--- src/rtl/thermsense_pkg.sv ---
package thermsense_pkg;

   // Read command codes
   localparam logic [7:0] CMD_RESERVED = 8'h00;
   localparam logic [7:0] RD_TEMP      = 8'h01;
   localparam logic [7:0] RD_STATUS    = 8'h02;
   localparam logic [7:0] RD_CONFIG    = 8'h03;
   localparam logic [7:0] RD_RATE      = 8'h04;
   localparam logic [7:0] RD_HIGH      = 8'h07;
   localparam logic [7:0] RD_LOW       = 8'h08;

   // Write command codes
   localparam logic [7:0] WR_CONFIG    = 8'h09;
   localparam logic [7:0] WR_RATE      = 8'h0A;
   localparam logic [7:0] WR_HIGH      = 8'h0B;
   localparam logic [7:0] WR_LOW       = 8'h0C;
   localparam logic [7:0] WR_ONESHOT   = 8'h0F;

   // Bit positions
   localparam int CFG_MASK_BIT    = 7;
   localparam int CFG_STANDBY_BIT = 6;

   typedef enum logic [1:0] {
      CH_ROTATE = 2'b00,
      CH_LOCAL  = 2'b01,
      CH_REM1   = 2'b10,
      CH_REM2   = 2'b11
   } chan_e;

endpackage

--- src/rtl/thermsense_cmdregs.sv ---
module thermsense_cmdregs
   import thermsense_pkg::*;
#(
   parameter logic [7:0] RST_CONFIG = 8'h00,
   parameter logic [7:0] RST_RATE   = 8'h07,
   parameter logic [7:0] RST_HIGH   = 8'h55,
   parameter logic [7:0] RST_LOW    = 8'h00,
   parameter logic [7:0] READ_FILL  = 8'hFF
) (
   input  logic       clk,
   input  logic       rst_n,
   input  logic       cmd_valid,
   input  logic [7:0] cmd_code,
   input  logic       wr_valid,
   input  logic [7:0] wr_data,
   input  logic       rd_req,
   input  logic [7:0] temp_i,
   input  logic [7:0] status_i,
   output logic       rd_valid,
   output logic [7:0] rd_data,
   output logic [7:0] ptr_o,
   output logic       standby_o,
   output logic       mask_o,
   output logic [3:0] rate_code_o,
   output logic [1:0] chan_sel_o,
   output logic [7:0] high_o,
   output logic [7:0] low_o,
   output logic       oneshot_o,
   output logic       status_rd_o
);

   logic [7:0] ptr_q, cfg_q, rate_q, high_q, low_q;
   logic [7:0] rd_mux;

   always_ff @(posedge clk) begin
      if (!rst_n) begin
         ptr_q  <= CMD_RESERVED;
         cfg_q  <= RST_CONFIG;
         rate_q <= RST_RATE;
         high_q <= RST_HIGH;
         low_q  <= RST_LOW;
      end else begin
         if (cmd_valid) ptr_q <= cmd_code;
         if (wr_valid) begin
            case (ptr_q)
               WR_CONFIG: cfg_q  <= wr_data;
               WR_RATE:   rate_q <= wr_data;
               WR_HIGH:   high_q <= wr_data;
               WR_LOW:    low_q  <= wr_data;
               default:   ;
            endcase
         end
      end
   end

   always_comb begin
      case (ptr_q)
         RD_TEMP:   rd_mux = temp_i;
         RD_STATUS: rd_mux = status_i;
         RD_CONFIG: rd_mux = cfg_q;
         RD_RATE:   rd_mux = rate_q;
         RD_HIGH:   rd_mux = high_q;
         RD_LOW:    rd_mux = low_q;
         default:   rd_mux = READ_FILL;
      endcase
   end

   always_ff @(posedge clk) begin
      if (!rst_n) begin
         rd_valid <= 1'b0;
         rd_data  <= 8'h00;
      end else begin
         rd_valid <= rd_req;
         if (rd_req) rd_data <= rd_mux;
      end
   end

   assign ptr_o       = ptr_q;
   assign standby_o   = cfg_q[CFG_STANDBY_BIT];
   assign mask_o      = cfg_q[CFG_MASK_BIT];
   assign rate_code_o = rate_q[3:0];
   assign chan_sel_o  = rate_q[5:4];
   assign high_o      = high_q;
   assign low_o       = low_q;
   assign oneshot_o   = wr_valid && (ptr_q == WR_ONESHOT);
   assign status_rd_o = rd_req && (ptr_q == RD_STATUS);

endmodule

--- src/rtl/thermsense_sched.sv ---
module thermsense_sched
   import thermsense_pkg::*;
#(
   parameter int FAST_PERIOD = 16,
   parameter int RATE_MAX    = 8
) (
   input  logic       clk,
   input  logic       rst_n,
   input  logic       run,
   input  logic       oneshot,
   input  logic [3:0] rate_code,
   input  logic [1:0] chan_sel,
   input  logic       conv_done,
   output logic       conv_start,
   output logic [1:0] conv_chan,
   output logic       busy,
   output logic       accept
);

   localparam int CNT_W = $clog2(FAST_PERIOD) + RATE_MAX + 1;

   logic [CNT_W-1:0] cnt_q, period;
   logic [3:0]       eff_code;
   logic             busy_q, timer_hit, fire;
   chan_e            rr_q, rr_next, chan_q;

   assign eff_code  = (rate_code > 4'(RATE_MAX)) ? 4'(RATE_MAX) : rate_code;
   assign period    = CNT_W'(FAST_PERIOD) << (4'(RATE_MAX) - eff_code);
   assign timer_hit = run && (cnt_q >= period - CNT_W'(1));
   assign fire      = !busy_q && (timer_hit || oneshot);
   assign accept    = conv_done && busy_q;

   always_comb begin
      case (rr_q)
         CH_LOCAL: rr_next = CH_REM1;
         CH_REM1:  rr_next = CH_REM2;
         default:  rr_next = CH_LOCAL;
      endcase
   end

   always_ff @(posedge clk) begin
      if (!rst_n) begin
         cnt_q      <= '0;
         busy_q     <= 1'b0;
         conv_start <= 1'b0;
         rr_q       <= CH_LOCAL;
         chan_q     <= CH_LOCAL;
      end else begin
         conv_start <= fire;
         if (!run || fire)   cnt_q <= '0;
         else if (!timer_hit) cnt_q <= cnt_q + CNT_W'(1);
         if (fire) begin
            busy_q <= 1'b1;
            if (chan_e'(chan_sel) == CH_ROTATE) begin
               chan_q <= rr_q;
               rr_q   <= rr_next;
            end else begin
               chan_q <= chan_e'(chan_sel);
            end
         end else if (accept) begin
            busy_q <= 1'b0;
         end
      end
   end

   assign busy      = busy_q;
   assign conv_chan = chan_q;

endmodule

--- src/rtl/thermsense_status.sv ---
module thermsense_status #(
   parameter bit INCLUSIVE = 1'b0
) (
   input  logic       clk,
   input  logic       rst_n,
   input  logic       accept,
   input  logic [7:0] sample,
   input  logic       busy,
   input  logic [7:0] high_lim,
   input  logic [7:0] low_lim,
   input  logic       status_rd,
   input  logic       alert_mask,
   output logic [7:0] temp_o,
   output logic [7:0] status_o,
   output logic       alert_n
);

   logic [7:0] temp_q;
   logic       hi_q, lo_q, hi_d, lo_d;
   logic       samp_hi, samp_lo, cur_hi, cur_lo;

   generate
      if (INCLUSIVE) begin : g_incl
         assign samp_hi = sample >= high_lim;
         assign samp_lo = sample <= low_lim;
         assign cur_hi  = temp_q >= high_lim;
         assign cur_lo  = temp_q <= low_lim;
      end else begin : g_strict
         assign samp_hi = sample > high_lim;
         assign samp_lo = sample < low_lim;
         assign cur_hi  = temp_q > high_lim;
         assign cur_lo  = temp_q < low_lim;
      end
   endgenerate

   always_comb begin
      hi_d = status_rd ? cur_hi : hi_q;
      lo_d = status_rd ? cur_lo : lo_q;
      if (accept && samp_hi) hi_d = 1'b1;
      if (accept && samp_lo) lo_d = 1'b1;
   end

   always_ff @(posedge clk) begin
      if (!rst_n) begin
         temp_q <= 8'h00;
         hi_q   <= 1'b0;
         lo_q   <= 1'b0;
      end else begin
         if (accept) temp_q <= sample;
         hi_q <= hi_d;
         lo_q <= lo_d;
      end
   end

   assign temp_o   = temp_q;
   assign status_o = {busy, 2'b00, hi_q, lo_q, 3'b000};
   assign alert_n  = !((hi_q || lo_q) && !alert_mask);

endmodule

--- src/rtl/thermsense_regbank.sv ---
module thermsense_regbank
   import thermsense_pkg::*;
#(
   parameter int         FAST_PERIOD      = 16,
   parameter int         RATE_MAX         = 8,
   parameter bit         INCLUSIVE_LIMITS = 1'b0,
   parameter logic [7:0] RST_RATE         = 8'h07,
   parameter logic [7:0] RST_HIGH         = 8'h55,
   parameter logic [7:0] RST_LOW          = 8'h00,
   parameter logic [7:0] READ_FILL        = 8'hFF
) (
   input  logic       clk,
   input  logic       rst_n,
   input  logic       cmd_valid,
   input  logic [7:0] cmd_code,
   input  logic       wr_valid,
   input  logic [7:0] wr_data,
   input  logic       rd_req,
   output logic       rd_valid,
   output logic [7:0] rd_data,
   output logic       conv_start,
   output logic [1:0] conv_chan,
   input  logic       conv_done,
   input  logic [7:0] conv_temp,
   output logic       alert_n
);

   generate
      if (FAST_PERIOD < 2) begin : g_bad_fast
         $error("FAST_PERIOD must be at least 2");
      end
      if (RATE_MAX < 0 || RATE_MAX > 15) begin : g_bad_rate
         $error("RATE_MAX must fit the 4-bit rate field");
      end
   endgenerate

   logic [7:0] temp_w, status_w, ptr_w, high_w, low_w;
   logic [3:0] rate_code_w;
   logic [1:0] chan_sel_w;
   logic       standby_w, mask_w, oneshot_w, status_rd_w, busy_w, accept_w;

   thermsense_cmdregs #(
      .RST_CONFIG (8'h00),
      .RST_RATE   (RST_RATE),
      .RST_HIGH   (RST_HIGH),
      .RST_LOW    (RST_LOW),
      .READ_FILL  (READ_FILL)
   ) u_regs (
      .clk         (clk),
      .rst_n       (rst_n),
      .cmd_valid   (cmd_valid),
      .cmd_code    (cmd_code),
      .wr_valid    (wr_valid),
      .wr_data     (wr_data),
      .rd_req      (rd_req),
      .temp_i      (temp_w),
      .status_i    (status_w),
      .rd_valid    (rd_valid),
      .rd_data     (rd_data),
      .ptr_o       (ptr_w),
      .standby_o   (standby_w),
      .mask_o      (mask_w),
      .rate_code_o (rate_code_w),
      .chan_sel_o  (chan_sel_w),
      .high_o      (high_w),
      .low_o       (low_w),
      .oneshot_o   (oneshot_w),
      .status_rd_o (status_rd_w)
   );

   thermsense_sched #(
      .FAST_PERIOD (FAST_PERIOD),
      .RATE_MAX    (RATE_MAX)
   ) u_sched (
      .clk        (clk),
      .rst_n      (rst_n),
      .run        (!standby_w),
      .oneshot    (oneshot_w),
      .rate_code  (rate_code_w),
      .chan_sel   (chan_sel_w),
      .conv_done  (conv_done),
      .conv_start (conv_start),
      .conv_chan  (conv_chan),
      .busy       (busy_w),
      .accept     (accept_w)
   );

   thermsense_status #(
      .INCLUSIVE (INCLUSIVE_LIMITS)
   ) u_status (
      .clk        (clk),
      .rst_n      (rst_n),
      .accept     (accept_w),
      .sample     (conv_temp),
      .busy       (busy_w),
      .high_lim   (high_w),
      .low_lim    (low_w),
      .status_rd  (status_rd_w),
      .alert_mask (mask_w),
      .temp_o     (temp_w),
      .status_o   (status_w),
      .alert_n    (alert_n)
   );

endmodule

--- config.mk ---
export PLATFORM = sky130hd
export DESIGN_NAME = thermsense_regbank
export DESIGN_NICKNAME = d
export VERILOG_FILES = /design/src/rtl/thermsense_pkg.sv /design/src/rtl/thermsense_cmdregs.sv /design/src/rtl/thermsense_sched.sv /design/src/rtl/thermsense_status.sv /design/src/rtl/thermsense_regbank.sv
export SDC_FILE = /design/constraint.sdc
export NUM_CORES = 1
export LEC_CHECK = 0
export BUFFER_PORTS_ARGS = -buffer_cell sky130_fd_sc_hd__buf_2
export CAP_MARGIN = 5
export CELL_PAD_IN_SITES_DETAIL_PLACEMENT = 1
export CELL_PAD_IN_SITES_GLOBAL_PLACEMENT = 1
export CORE_MARGIN = 2
export CORE_UTILIZATION = 49
export DETAILED_ROUTE_END_ITERATION = 8
export PLACE_DENSITY_LB_ADDON = 0.1
export SLEW_MARGIN = 10
export SYNTH_ARGS = -nofsm -noshare
export SYNTH_HDL_FRONTEND = slang
export SYNTH_SLANG_ARGS = --single-unit
--- constraint.sdc ---
create_clock -name clk -period 4.6 [get_ports clk]
set_clock_uncertainty 0.05 [all_clocks]
set_input_delay 0.23 -clock clk [delete_from_list [all_inputs] [get_ports clk]]
set_output_delay 0.23 -clock clk [all_outputs]
set_load 0.01 [all_outputs]
# Word level (Yosys, flattened, before mapping)
# Index checks and enable logic that the tools add are counted.
[word_totals]
ff_bits = 78
latch_bits = 0
mem_bits_rw = 0
mem_bits_ro = 0
inputBits = 30
out_inout_bits = 13
elab_cells = 74
memories = 0
[op_classes]
n_addsub = 3
mul = 0
div = 0
order_cmp = 6
n_eq_ne = 13
shifts = 1
muxes = 10
n_bitwise = 1
reduce_logical = 25
[ops]
columns = ["op", "count"]
rows = [
  ["== test 8 x 4 -> 1 bit, second input constant", 6],
  ["case mux 8 bit (6 select lines)", 1],
  ["== test 8 x 2 -> 1 bit, second input constant", 2],
  ["== test 8 x 3 -> 1 bit, second input constant", 2],
  ["> comparator 8 bit", 2],
  ["less-than comparator 8 bit", 2],
  ["adder 13 x 1 -> 13 bit, second input constant", 1],
  ["greater-or-equal comparator 13 bit", 1],
  ["<< shifter 5 x 4 -> 13 bit, first input constant", 1],
  ["subtractor 13 x 1 -> 13 bit, second input constant", 1],
  ["AND reduction 2 bit", 5],
  ["== test 8 x 1 -> 1 bit, second input constant", 1],
  ["logical AND 1 bit", 8],
  ["2-to-1 mux 1 bit", 6],
  ["nonzero test 2 bit", 3],
  ["> comparator 4 bit, second input constant", 1],
  ["logical NOT 1 bit", 4],
  ["2-to-1 mux 4 bit", 1],
  ["case mux 2 bit (2 select lines)", 1],
  ["subtractor 4 bit, first input constant", 1],
  ["logical OR 1 bit", 3],
  ["== test 2 x 1 -> 1 bit, second input constant", 1],
  ["== test 2 bit, second input constant", 1],
  ["logical NOT 2 bit", 1],
  ["3 further kinds", 3],
]

# Depth between registers and ports, before layout
# Gate-level depths: netlist of run 1.
[logic_depth]
word_depth = 11
ltp_mapped = 14
mapped_depth_nobuf = 13

# Modules after synthesis
# A second synthesis of run 1 with hierarchy kept.
[unflattened]
cells_unflattened = 533
area_unflattened_um2 = 4738.3
[modules_own_cells]
columns = ["mod", "instances", "cells_each", "area_per_inst_um2"]
rows = [
  ["thermsense_cmdregs", 1, 250, 2363.5],
  ["thermsense_sched", 1, 149, 1233.7],
  ["thermsense_status", 1, 133, 1137.3],
  ["thermsense_regbank", 1, 1, 3.8],
]

# Least setup slack after synthesis of run 1
# No wires, ideal clock.
[synth_timing]
kind = "flip-flop to flip-flop"
start = "register u_regs.rate_q[1]"
end = "register u_sched.cnt_q[12]"
setup_ps = 70
t_arrival_ps = 2877
slack_ps = 1604
stages_incl_launch_ff = 13
synth_period_minus_slack_ps = 2996
cell_sequence = "dfxtp_1 -> clkbuf_1 -> nand4_1 -> ha_1 -> o41a_1 -> ha_1 -> a21oi_1 -> o21a_1 -> or2_2 -> buf_2 -> nand3_2 -> or4_1 -> a21oi_1"
[synth_via]
elab_chain_len = 11
[synth_lines]
columns = ["element", "line", "text"]
rows = [
  ["start: declaration", "thermsense_cmdregs.sv:32", "logic [7:0] ptr_q, cfg_q, rate_q, high_q, low_q;"],
  ["start signal: assignment", "thermsense_cmdregs.sv:47", "WR_RATE: rate_q <= wr_data;"],
  ["> comparator 4 bit", "thermsense_sched.sv:27", "assign eff_code = (rate_code > 4'(RATE_MAX)) ? 4'(RATE_MAX) : rate_code;"],
  ["2-to-1 mux 4 bit *", "thermsense_sched.sv:27", ""],
  ["subtractor 4 bit *", "thermsense_sched.sv:28", "assign period = CNT_W'(FAST_PERIOD) << (4'(RATE_MAX) - eff_code);"],
  ["<< shifter 5 x 4 -> 13 bit *", "thermsense_sched.sv:28", ""],
  ["subtractor 13 x 1 -> 13 bit *", "thermsense_sched.sv:29", "assign timer_hit = run && (cnt_q >= period - CNT_W'(1));"],
  ["greater-or-equal comparator 13 bit *", "thermsense_sched.sv:29", ""],
  ["logical AND 1 bit *", "thermsense_sched.sv:29", ""],
  ["logical OR 1 bit", "thermsense_sched.sv:30", "assign fire = !busy_q && (timer_hit || oneshot);"],
  ["logical AND 1 bit", "thermsense_sched.sv:30", ""],
  ["logical OR 1 bit", "thermsense_sched.sv:50", "if (!run || fire) cnt_q <= '0;"],
  ["OR reduction 2 bit (no line)", "--", ""],
  ["end signal: assignment", "thermsense_sched.sv:51", "else if (!timer_hit) cnt_q <= cnt_q + CNT_W'(1);"],
  ["end: declaration", "thermsense_sched.sv:22", "logic [CNT_W-1:0] cnt_q, period;"],
]
# Every way passes the cells marked *; elsewhere a longest branch is shown, timed or not.
# A chain may end at the register's enable or synchronous reset.

# Worst setup path after layout of run 1
[layout_timing]
start = "register u_regs.rate_q[1]"
end = "register u_sched.cnt_q[8]"
# Same word-level chain as after synthesis.

==> results.tsv, run 1 <==
metric	value	unit
status	complete, no violations	
critPathRequiredTime	4830	ps
die-height	97.5	um
dr_total_vias	3745	
r2r_slack	1280	ps
synth.top_cell.area_share	36.5	%
fp-row-count	34	
post-route-period-util	72.2	%
fmax	0.301	GHz
worst_path_max_stage_delay	560	ps
floorplan.core_area	8590	sq um
synth_cells	481	
synthTopCellsByArea	sky130_fd_sc_hd__dfxtp_1 (36%), sky130_fd_sc_hd__ha_1 (12%), sky130_fd_sc_hd__mux2i_1 (9.1%)	
vdd_drop_max	0.132	mV
synth_top_flop_cell	sky130_fd_sc_hd__dfxtp_1	
clock_latency	360	ps
dieArea	9500	sq um
ys_async_sr_fraction	0	%
synth_top_area_cell	sky130_fd_sc_hd__dfxtp_1	
worst_setup_path_end_kind	register	
drt.antenna.violating_nets	0	
port_buffers	42	
worst_hold_slack_after_final_layout	60.5	ps
synth.yosys.seq_area_share	36.5	%
globalplace.congestion	0.792	
totalPowerFinal	0.00137	W
syn_nets	553	
dpl.hpwl	8940	um
insertedDiodeCount	0	
rsz0062_at_grt	no	
number_of_vias_per_cell_after_detailed_routing	5.99	
register_area	1560	sq um
p_leak	1.89	nW
initial_antenna_violation_count	0	
period_minus_slack	3320	ps
synth_edf_count	0	
timing.critical_path.fanout_max	11	
post_cts_hold_buffer_count	0	
critPathArrivalTime	3550	ps
vias_in_the_first_global_route	3809	
pins_over_their_slew_limit	0	
setup.worst_path.start_class	register	
detailedRoute.firstIterationViolations	195	
layout.core_utilization	55.2	%
grt_max_degree	29	
numClockSinks	78	
cts_root_buf	sky130_fd_sc_hd__clkbuf_8	
max_cap_violations	0	
p_per_area	288	nW/um^2
timing_worst_slew_pin_value	1000	ps
synth_area	4280	sq um
chipWidth	97.5	um
wl_per_cell	19.5	um
clk_transition_reported_paths	90	ps
layout-drive-gt1-share	13.7	%
final-hold-violation-count	0	
grt_overflow_total	0	
fillers	1045	
max-slew-margin-rel	32.8	%
worstPathCellList	nand4_1 -> ha_1 -> xnor2_1 -> ha_1 -> a211oi_2 -> nor2_1 -> o31ai_4 -> nand4_1 -> or3_1 -> a21oi_1	
avgSynthCellArea	8.90	sq um
cts.htree.levels	3	
detail_route.drc_violations	0	
cts-resized-gates	0	
tritoncts	built	
multi_input_comb_area	2540	sq um
cts_made_buffers	9	
aggregate_negative_setup_slack	0	ps
floorplan.initialDensity	49.8	%
post_cts_buffers	0	
io_pins	43	
slowest_stage	sky130_fd_sc_hd__dfxtp_1	
cts-root-to-sink-buffers	2	
grt_usage	26.5	%
final_nets	584	
critPathTopFamily	simple AND/OR/NAND/NOR gates	
areaGrowthSynthToFinish	10.7	%
report.final.setup_viol	0	
synthDistinctLibCells	50	
drt_first_pass_iters	5	
hold_class	primary input to register	
wirelength	12200	um
synth_seq_cells	78	
yosys_warnings	0	
critPathKind	register to register	
first_pass_grt_wire_length	20000	um
cp_num_buf_inv	0	
-- path summary, 6_finish.rpt --
check | from | to | depth (start not counted)
worst min register to register | u_sched.cnt_q[12] | u_sched.cnt_q[12] | 2
worst min-delay path | cmd_code[0] | u_regs.ptr_o[0] | 3
worst max-delay path | u_regs.rate_q[1] | u_sched.cnt_q[8] | 10
worst max register to register | u_regs.rate_q[1] | u_sched.cnt_q[8] | 10
-- per-layer routing --
metal	up-vias	GRT usage, %	part of all wire [%]
met5	-	0	0
met4	0	7.59	1.2
met3	13	3.74	4.8
met2	103	45.4	47
met1	1810	35.0	47
li1	1819	-	-
-- metrics by stage --
stage               instance area [sq um]  instances  setup WS [ps]
floorplan                            4280        481           1600
global placement                     4540        609           1540
detailed placement                   4540        609           1350
CTS                                  4740        625           1300
global route                         4740        625            983
finish                               4740        625           1280
-- placed cells by master, fill, tap and decap left out, types with 2 or more instances in the layout --
master	synthesis	final
sky130_fd_sc_hd__or2_1	2	2
sky130_fd_sc_hd__a21o_1	5	5
sky130_fd_sc_hd__or2_2	2	2
sky130_fd_sc_hd__a211o_1	3	3
sky130_fd_sc_hd__nand2b_1	5	5
sky130_fd_sc_hd__nor3_1	4	4
sky130_fd_sc_hd__nand3b_1	3	3
sky130_fd_sc_hd__a21oi_1	26	26
sky130_fd_sc_hd__o21ai_0	23	23
sky130_fd_sc_hd__o211ai_1	7	7
sky130_fd_sc_hd__a31oi_1	11	11
sky130_fd_sc_hd__inv_1	22	22
sky130_fd_sc_hd__o21a_1	2	2
sky130_fd_sc_hd__clkbuf_8	0	9
sky130_fd_sc_hd__inv_6	0	2
sky130_fd_sc_hd__clkinvlp_4	0	3
sky130_fd_sc_hd__o21bai_1	2	2
sky130_fd_sc_hd__nor2_1	55	55
sky130_fd_sc_hd__ha_1	42	42
sky130_fd_sc_hd__a22oi_1	7	7
sky130_fd_sc_hd__nand2_1	37	37
sky130_fd_sc_hd__or3_1	5	5
sky130_fd_sc_hd__a211oi_1	6	6
sky130_fd_sc_hd__mux2i_1	39	39
sky130_fd_sc_hd__buf_2	4	42
sky130_fd_sc_hd__a222oi_1	11	11
sky130_fd_sc_hd__dfxtp_1	78	78
sky130_fd_sc_hd__nand3_1	10	10
sky130_fd_sc_hd__and2_1	4	4
sky130_fd_sc_hd__xor2_1	7	7
sky130_fd_sc_hd__nor2b_1	3	3
sky130_fd_sc_hd__and3_1	6	6
sky130_fd_sc_hd__nand3_2	2	2
sky130_fd_sc_hd__o31ai_1	2	2
sky130_fd_sc_hd__nand4_1	11	11
-- state kept, by name, indices dropped and copies added, names as in the netlist, 2 cells and up --
signal,flops
u_regs.low_o,8
u_status.temp_o,8
u_regs.ptr_o,8
u_sched.cnt_q,13
u_sched.conv_chan,2
u_sched.rr_q,2
u_regs.rd_data,8
u_regs.high_o,8
u_regs.rate_q,8
u_regs.cfg_q,8
-- tightest hold or removal path, stage by stage --
cell                      delay (ps)
sky130_fd_sc_hd__buf_2            80
sky130_fd_sc_hd__mux2i_1          50
sky130_fd_sc_hd__nor2_1           70
-- where the power goes --
part	switching (W)	total [W]	leakage (nW)	internal (W)
Clock	0.000296	0.000554	0.0944	0.000259
Sequential	0.0000156	0.000705	0.634	0.000689
Combinational	0.0000639	0.000107	1.16	0.0000429
Total	0.000375	0.00137	1.89	0.000991
-- cells by family after synthesis --
kind of cell / share of synthesized area [%]
simple gates: 18.6
compound gates: 17.7
flops: 36.5
buf+inv: 4.24
fa+ha+maj: 12.3
mux: 9.12
xor+xnor: 1.64
-- area by class of cell --
type	instances	area share, %
multi-input cells	358	53.5
inverters	22	1.74
flip-flops and latches	78	32.9
repair buffers	43	4.59
well taps	108	2.85
clock inverters	7	1.72
clock buffers	9	2.61
-- synth_stat cells (3+ instances only) --
cell type,instances
sky130_fd_sc_hd__o21ai_0,23
sky130_fd_sc_hd__buf_2,4
sky130_fd_sc_hd__inv_1,22
sky130_fd_sc_hd__a21o_1,5
sky130_fd_sc_hd__dfxtp_1,78
sky130_fd_sc_hd__a222oi_1,11
sky130_fd_sc_hd__and3_1,6
sky130_fd_sc_hd__and2_1,4
sky130_fd_sc_hd__or3_1,5
sky130_fd_sc_hd__nor2b_1,3
sky130_fd_sc_hd__ha_1,42
sky130_fd_sc_hd__nor3_1,4
sky130_fd_sc_hd__nand2b_1,5
sky130_fd_sc_hd__a22oi_1,7
sky130_fd_sc_hd__a211oi_1,6
sky130_fd_sc_hd__nand4_1,11
sky130_fd_sc_hd__mux2i_1,39
sky130_fd_sc_hd__a211o_1,3
sky130_fd_sc_hd__xor2_1,7
sky130_fd_sc_hd__a31oi_1,11
sky130_fd_sc_hd__o211ai_1,7
sky130_fd_sc_hd__clkbuf_1,18
sky130_fd_sc_hd__a21oi_1,26
sky130_fd_sc_hd__nand2_1,37
sky130_fd_sc_hd__nor2_1,55
sky130_fd_sc_hd__nand3_1,10
sky130_fd_sc_hd__nand3b_1,3
(Power assumes the default switching activity.)
==> run 2: changes to the inputs <==
--- a/config.mk
+++ b/config.mk
@@ -10,7 +10,7 @@
 export CELL_PAD_IN_SITES_DETAIL_PLACEMENT = 1
 export CELL_PAD_IN_SITES_GLOBAL_PLACEMENT = 1
 export CORE_MARGIN = 2
-export CORE_UTILIZATION = 49
+export CORE_UTILIZATION = 45
 export DETAILED_ROUTE_END_ITERATION = 8
 export PLACE_DENSITY_LB_ADDON = 0.1
 export SLEW_MARGIN = 10
==> constraint.sdc (replaced) <==
create_clock -name clk -period 3.2 [get_ports clk]
set_clock_uncertainty 0.05 [all_clocks]
set_input_delay 0.16 -clock clk [delete_from_list [all_inputs] [get_ports clk]]
set_output_delay 0.16 -clock clk [all_outputs]
set_load 0.01 [all_outputs]
==> run 2 against run 1 <==
  * Sequential share of layout area down 0.64 points
  * Global-route usage down 1.6 points
  * Worst hold slack worse by 54 ps
  * Combinational power up 47%
  * Utilization down 2.8 points
  * Via count up 1.2%
  * Setup slack worse by 1100 ps
  * First-iteration DRC count up 19%
  * Flip-flop and latch count unchanged
  * Largest cell class unchanged
  * Largest power group unchanged
==> results.tsv, run 2 (synthesis results as in run 1) <==
metric	value	unit	change
status	complete, no violations		unchanged
die-height	102	um	was 97.5 um
max-slew-margin-rel	50.9	%	was 32.8%
number_of_vias_per_cell_after_detailed_routing	5.78		was 5.99
layout_commonest_cell	sky130_fd_sc_hd__dfxtp_1		unchanged
grt_usage	25.0	%	was 26.5%
r2r-end	u_sched.cnt_q[12]		was u_sched.cnt_q[8]
clk_transition_reported_paths	80	ps	was 90 ps
post-route-period-util	93.2	%	was 72.2%
globalplace.congestion	0.804		was 0.792
p_per_area	394	nW/um^2	was 288 nW/um^2
dr_total_vias	3790		was 3745
worst_hold_startpoint	cmd_code[7]		was cmd_code[0]
worst_setup_path_end_kind	register		unchanged
tritoncts	built		unchanged
timing.critical_path.fanout_max	11		unchanged
max_cap_violations	0		unchanged
largest_register_ffs	13		unchanged
floorplan.initialDensity	46.3	%	was 49.8%
worst_hold_path.endpoint	u_regs.ptr_o[7]		was u_regs.ptr_o[0]
fp-row-count	35		was 34
setup.worst_path.start_class	register		unchanged
dieArea	10300	sq um	was 9500 sq um
final_nets	594		was 584
layout-drive-gt1-share	14.8	%	was 13.7%
detailedRoute.firstIterationViolations	233		was 195
max_flop_register	u_sched.cnt_q		unchanged
cts.htree.levels	3		unchanged
period_minus_slack	2980	ps	was 3320 ps
drt.antenna.violating_nets	0		unchanged
final-hold-violation-count	0		unchanged
dpl.hpwl	9150	um	was 8940 um
areaGrowthSynthToFinish	13.0	%	was 10.7%
grt_max_degree	33		was 29
report.final.setup_viol	0		unchanged
chipWidth	102	um	was 97.5 um
detail_route.drc_violations	0		unchanged
pins_over_their_slew_limit	0		unchanged
rsz0062_at_grt	no		unchanged
critPathKind	register to register		unchanged
p_leak	1.93	nW	was 1.89 nW
detailed_place.area	4610	sq um	was 4540 sq um
floorplan.core_area	9240	sq um	was 8590 sq um
clock_latency	340	ps	was 360 ps
vias_in_the_first_global_route	3884		was 3809
r2r_slack	220	ps	was 1280 ps
hold-path-cell-count	3		unchanged
r2r_start	u_regs.rate_q[2]		was u_regs.rate_q[1]
wl_per_cell	18.6	um	was 19.5 um
mostFrequentLayoutCells	sky130_fd_sc_hd__dfxtp_1 (77), sky130_fd_sc_hd__nor2_1 (55), sky130_fd_sc_hd__ha_1 (42), sky130_fd_sc_hd__buf_2 (42), sky130_fd_sc_hd__mux2i_1 (39)		was sky130_fd_sc_hd__dfxtp_1 (78), sky130_fd_sc_hd__nor2_1 (55), sky130_fd_sc_hd__ha_1 (42), sky130_fd_sc_hd__buf_2 (42), sky130_fd_sc_hd__mux2i_1 (39)
critPathArrivalTime	3210	ps	was 3550 ps
start_point_of_the_critical_path	u_regs.rate_q[2]		was u_regs.rate_q[1]
wirelength	12200	um	about the same
io_pins	43		unchanged
fmax	0.335	GHz	was 0.301 GHz
port_buffers	42		unchanged
vdd_drop_max	0.167	mV	was 0.132 mV
stdcell_area	4840	sq um	was 4740 sq um
hold_class	primary input to register		unchanged
initial_antenna_violation_count	0		unchanged
cts-root-to-sink-buffers	2		unchanged
numClockSinks	78		unchanged
cts_root_buf	sky130_fd_sc_hd__clkbuf_8		unchanged
timing_worst_slew_pin_value	734	ps	was 1000 ps
drt_first_pass_iters	5		unchanged
r2r_cells	10		unchanged
cts_made_buffers	9		unchanged
aggregate_negative_setup_slack	0	ps	unchanged
insertedDiodeCount	0		unchanged
first_pass_grt_wire_length	20000	um	about the same
grt_overflow_total	0		unchanged
critPathRequiredTime	3420	ps	was 4830 ps
[run 2: cell count changes in the layout (fill, tap and decap cells not counted), moves of 2 or more]
| cell | before | now |
|---|---|---|
| sky130_fd_sc_hd__buf_4 | 1 | 8 |
| sky130_fd_sc_hd__dlygate4sd3_1 | 0 | 3 |
| sky130_fd_sc_hd__clkinv_2 | 0 | 2 |
| sky130_fd_sc_hd__inv_6 | 2 | 0 |
[run 2: how the worst max path moves through the flow]
stage / endpoint / slack (ps) / cells past startpoint
2_1_floorplan: u_sched.cnt_q[12] / 200 / 12
3_3_place_gp: u_sched.rr_q[0] / 210 / 10
3_5_place_dp: u_sched.rr_q[0] / 80 / 11
4_1_cts: u_sched.rr_q[0] / 60 / 10
5_1_grt: u_sched.cnt_q[11] / 0.8 / 11
6_report: u_sched.cnt_q[12] / 220 / 10
[run 2: area by class of cell]
| class | instances | area (sq um) |
|---|---|---|
| Inverter | 22 | 82.6 |
| Clock buffer | 10 | 128 |
| Fill cell | 1106 | 4400 |
| Sequential cell | 78 | 1560 |
| Multi-Input combinational cell | 358 | 2540 |
| Tap cell | 129 | 161 |
| Timing Repair Buffer | 53 | 300 |
| Clock inverter | 6 | 62.6 |
[run 2: where the power goes]
group          leakage (nW)  internal (W)  switching [W]
combinational          1.21     0.0000649      0.0000924
sequential            0.633      0.000991      0.0000223
clock                0.0883      0.000358       0.000379
[run 2: routing by layer]
| metal | global-route usage (%) | part of all wire (%) | up-vias |
|---|---|---|---|
| li1 | - | - | 1835 |
| met1 | 34.0 | 48 | 1869 |
| met2 | 41.9 | 48 | 76 |
| met3 | 3.17 | 3.1 | 10 |
| met4 | 6.24 | 0.79 | 0 |
| met5 | 0 | 0 | - |
[run 2: worst max-delay path, stage by stage, from the launching register on]
cell and delay [ps]:
sky130_fd_sc_hd__dfxtp_2 410, sky130_fd_sc_hd__nand4_1 110, sky130_fd_sc_hd__ha_1 280, sky130_fd_sc_hd__o41a_1 410, sky130_fd_sc_hd__ha_1 320, sky130_fd_sc_hd__a21oi_1 180, sky130_fd_sc_hd__o21a_1 160, sky130_fd_sc_hd__or2_4 200
sky130_fd_sc_hd__nand3_2 120, sky130_fd_sc_hd__or4_1 520, sky130_fd_sc_hd__a21oi_1 160
[run 2: metrics by stage]
stage / setup slack [ps] / hold WS, ps / utilization, % / std cells / power, W
5_1_grt: 0.783 / 14.3 / 52.4 / 656 / 0.00199
6_report: 218 / 6.85 / 52.4 / 656 / 0.00191
3_5_place_dp: 83.2 / 352 / 49.9 / 636 / 0.00119
4_1_cts: 57.2 / 4.64 / 52.2 / 655 / 0.00193
2_1_floorplan: 204 / 238 / - / 481 / 0.00112
3_3_place_gp: 213 / 345 / 49.9 / 636 / 0.00118
[run 2: timing repair]
action	CTS	global route
setup endpoints to repair	0	9
hold endpoints to repair	3	0
buffers inserted	0	1
hold buffers	3	0
gates resized for setup	0	2
==> run 3: changes to the inputs <==
--- a/config.mk
+++ b/config.mk
@@ -12,6 +12,7 @@
 export CORE_MARGIN = 2
 export CORE_UTILIZATION = 45
 export DETAILED_ROUTE_END_ITERATION = 8
+export GPL_TIMING_DRIVEN = 0
 export PLACE_DENSITY_LB_ADDON = 0.1
 export SLEW_MARGIN = 10
 export SYNTH_ARGS = -nofsm -noshare
==> run 3 against run 2 <==
  * Critical path depth rose by 2
  * Register-to-register slack got worse by 30 ps
  * Maximum frequency fell by 1.0%
  * Clock power rose by 24%
  * Sequential power barely moved
  * Final cell count rose by 2.4%
  * Flip-flop and latch count did not move
  * Utilization rose by 1.9 points
  * Sequential share of layout area fell by 0.98 points
  * Worst hold slack improved by 8.8 ps
  * Global-route usage rose by 0.51 points
  * Critical path type unchanged
  * Largest power group unchanged
==> results.tsv, run 3 (synthesis results as in run 1) <==
metric	value	unit	change
post-route-period-util	94.2	%	was 93.2%
max-slew-margin-rel	25.6	%	was 50.9%
wl_per_cell	18.7	um	was 18.6 um
worstPathCellList	inv_2 -> nand4_1 -> ha_4 -> o41a_1 -> ha_4 -> a21oi_2 -> o21a_1 -> or2_2 -> buf_6 -> nand3_2 -> or4_1 -> a21oi_1		was nand4_1 -> ha_1 -> o41a_1 -> ha_1 -> a21oi_1 -> o21a_1 -> or2_4 -> nand3_2 -> or4_1 -> a21oi_1
floorplan.initialDensity	46.3	%	unchanged
max_cap_violations	0		unchanged
drt_first_pass_iters	6		was 5
report.final.setup_viol	0		unchanged
layout-drive-gt1-share	15.3	%	was 14.8%
dieArea	10300	sq um	unchanged
areaGrowthSynthToFinish	17.0	%	was 13.0%
first_pass_grt_wire_length	20100	um	was 20000 um
cp_num_buf_inv	2		was 0
cts_root_buf	sky130_fd_sc_hd__clkbuf_8		unchanged
hold_class	primary input to register		unchanged
layout.core_utilization	54.2	%	was 52.4%
critPathTopFamily	simple AND/OR/NAND/NOR gates		unchanged
dpl.hpwl	9310	um	was 9150 um
detail_route.drc_violations	0		unchanged
timing.critical_path.mode_cell	sky130_fd_sc_hd__ha_4		
chipWidth	102	um	unchanged
final-hold-violation-count	0		unchanged
start_point_of_the_critical_path	u_regs.rate_q[3]		was u_regs.rate_q[2]
grt_util_met3	3.66	%	was 3.17%
tritoncts	built		unchanged
floorplan.core_area	9240	sq um	unchanged
max_flop_register	u_sched.cnt_q		unchanged
timing.critical_path.fanout_max	10		was 11
status	complete, no violations		unchanged
setup.worst_path.start_class	register		unchanged
insertedDiodeCount	0		unchanged
timing_worst_slew_pin_value	1110	ps	was 734 ps
dr_total_vias	3859		was 3790
mostFrequentLayoutCells	sky130_fd_sc_hd__dfxtp_1 (74), sky130_fd_sc_hd__nor2_1 (55), sky130_fd_sc_hd__buf_2 (44)		was sky130_fd_sc_hd__dfxtp_1 (77), sky130_fd_sc_hd__nor2_1 (55), sky130_fd_sc_hd__ha_1 (42), sky130_fd_sc_hd__buf_2 (42), sky130_fd_sc_hd__mux2i_1 (39)
drt.antenna.violating_nets	0		unchanged
p_per_area	418	nW/um^2	was 394 nW/um^2
clock_latency	360	ps	was 340 ps
critPathArrivalTime	3250	ps	was 3210 ps
vdd_drop_max	0.207	mV	was 0.167 mV
die-height	102	um	unchanged
post_cts_buffers	0		unchanged
largest_register_ffs	13		unchanged
r2r_start	u_regs.rate_q[3]		was u_regs.rate_q[2]
vias_in_the_first_global_route	3863		was 3884
fmax	0.332	GHz	was 0.335 GHz
critPathKind	register to register		unchanged
worst_setup_path_end_kind	register		unchanged
met1_usage	35.2	%	was 34.0%
grt_usage	25.5	%	was 25.0%
numClockSinks	78		unchanged
clk_transition_reported_paths	90	ps	was 80 ps
final_nets	610		was 594
io_pins	43		unchanged
worst_path_max_stage_delay	510	ps	was 520 ps
cts.htree.levels	3		unchanged
globalRouteMet2Util	40.2	%	was 41.9%
wirelength	12600	um	was 12200 um
totalPowerFinal	0.00210	W	was 0.00191 W
grt_overflow_total	0		unchanged
slowest_stage	sky130_fd_sc_hd__or4_1		unchanged
period_minus_slack	3010	ps	was 2980 ps
globalRoute.busiestLayer	met2		unchanged
grt_max_degree	15		was 33
fp-row-count	35		unchanged
globalplace.congestion	0.861		was 0.804
detailedRoute.firstIterationViolations	159		was 233
initial_antenna_violation_count	0		unchanged
layout_commonest_cell	sky130_fd_sc_hd__dfxtp_1		unchanged
worst_hold_slack_after_final_layout	15.7	ps	was 6.85 ps
pins_over_their_slew_limit	0		unchanged
port_buffers	41		was 42
number_of_vias_per_cell_after_detailed_routing	5.74		was 5.78
p_leak	1.99	nW	was 1.93 nW
worst_hold_startpoint	conv_temp[0]		was cmd_code[7]
cts_made_buffers	9		unchanged
critPathRequiredTime	3430	ps	was 3420 ps
cts-root-to-sink-buffers	2		unchanged
-- run 3: final timing paths --
check | cells after the start | slack [ps] | to
worst max-delay path | 12 | 190 | u_sched.cnt_q[12]
worst min-delay path | 3 | 20 | u_status.temp_o[0]
worst min register to register | 2 | 440 | u_sched.conv_chan[0]
worst max register to register | 12 | 190 | u_sched.cnt_q[12]
-- run 3: layout make-up --
type	count	area, sq um
clock buffer	9	124
clock inverter	7	121
timing repair buffer	49	285
buffer	20	93.8
multi-input combinational	358	2570
tap	129	161
sequential	78	1570
inverter	22	82.6
fill	1096	4230
-- run 3: timing repair --
action                                  in CTS  in global routing
pin swaps                                    0                  2
endpoints found under the setup margin       9                 17
hold buffers                                 8                  0
endpoints found under the hold margin        8                  0
resized for setup                            2                 11
cloned                                       0                  0
-- run 3: per-stage QoR --
stage / TNS (ps) / worst slack, ps / instance area (sq um) / instances
after floorplan: 0 / 204 / 4280 / 481
after CTS: 0 / 31.0 / 4970 / 672
final: 0 / 187 / 5010 / 672
after detailed placement: -789 / -208 / 4650 / 651
after global routing: -45.4 / -32.6 / 5010 / 672
after global placement: -340 / -123 / 4650 / 651
-- run 3: report_power, final --
part / internal (W) / total, W / leakage [nW] / switching (W)
Sequential: 0.000990 / 0.00101 / 0.633 / 0.0000164
Combinational: 0.0000715 / 0.000175 / 1.23 / 0.000104
Clock: 0.000522 / 0.000915 / 0.124 / 0.000392
-- run 3: metal layers --
| layer | vias up | wire length (um) |
|---|---|---|
| li1 | 1870 | - |
| met1 | 1884 | 6030 |
| met2 | 87 | 5820 |
| met3 | 18 | 513 |
| met4 | 0 | 241 |
| met5 | - | 0 |
-- run 3: worst register-to-register path, cell delays in order, from the launching register on --
cell                      delay, ps
sky130_fd_sc_hd__dfxtp_4        390
sky130_fd_sc_hd__inv_2          110
sky130_fd_sc_hd__nand4_1        150
sky130_fd_sc_hd__ha_4           220
sky130_fd_sc_hd__o41a_1         420
sky130_fd_sc_hd__ha_4           240
sky130_fd_sc_hd__a21oi_2        130
sky130_fd_sc_hd__o21a_1         150
sky130_fd_sc_hd__or2_2          140
sky130_fd_sc_hd__buf_6          150
sky130_fd_sc_hd__nand3_2        120
sky130_fd_sc_hd__or4_1          510
sky130_fd_sc_hd__a21oi_1        150
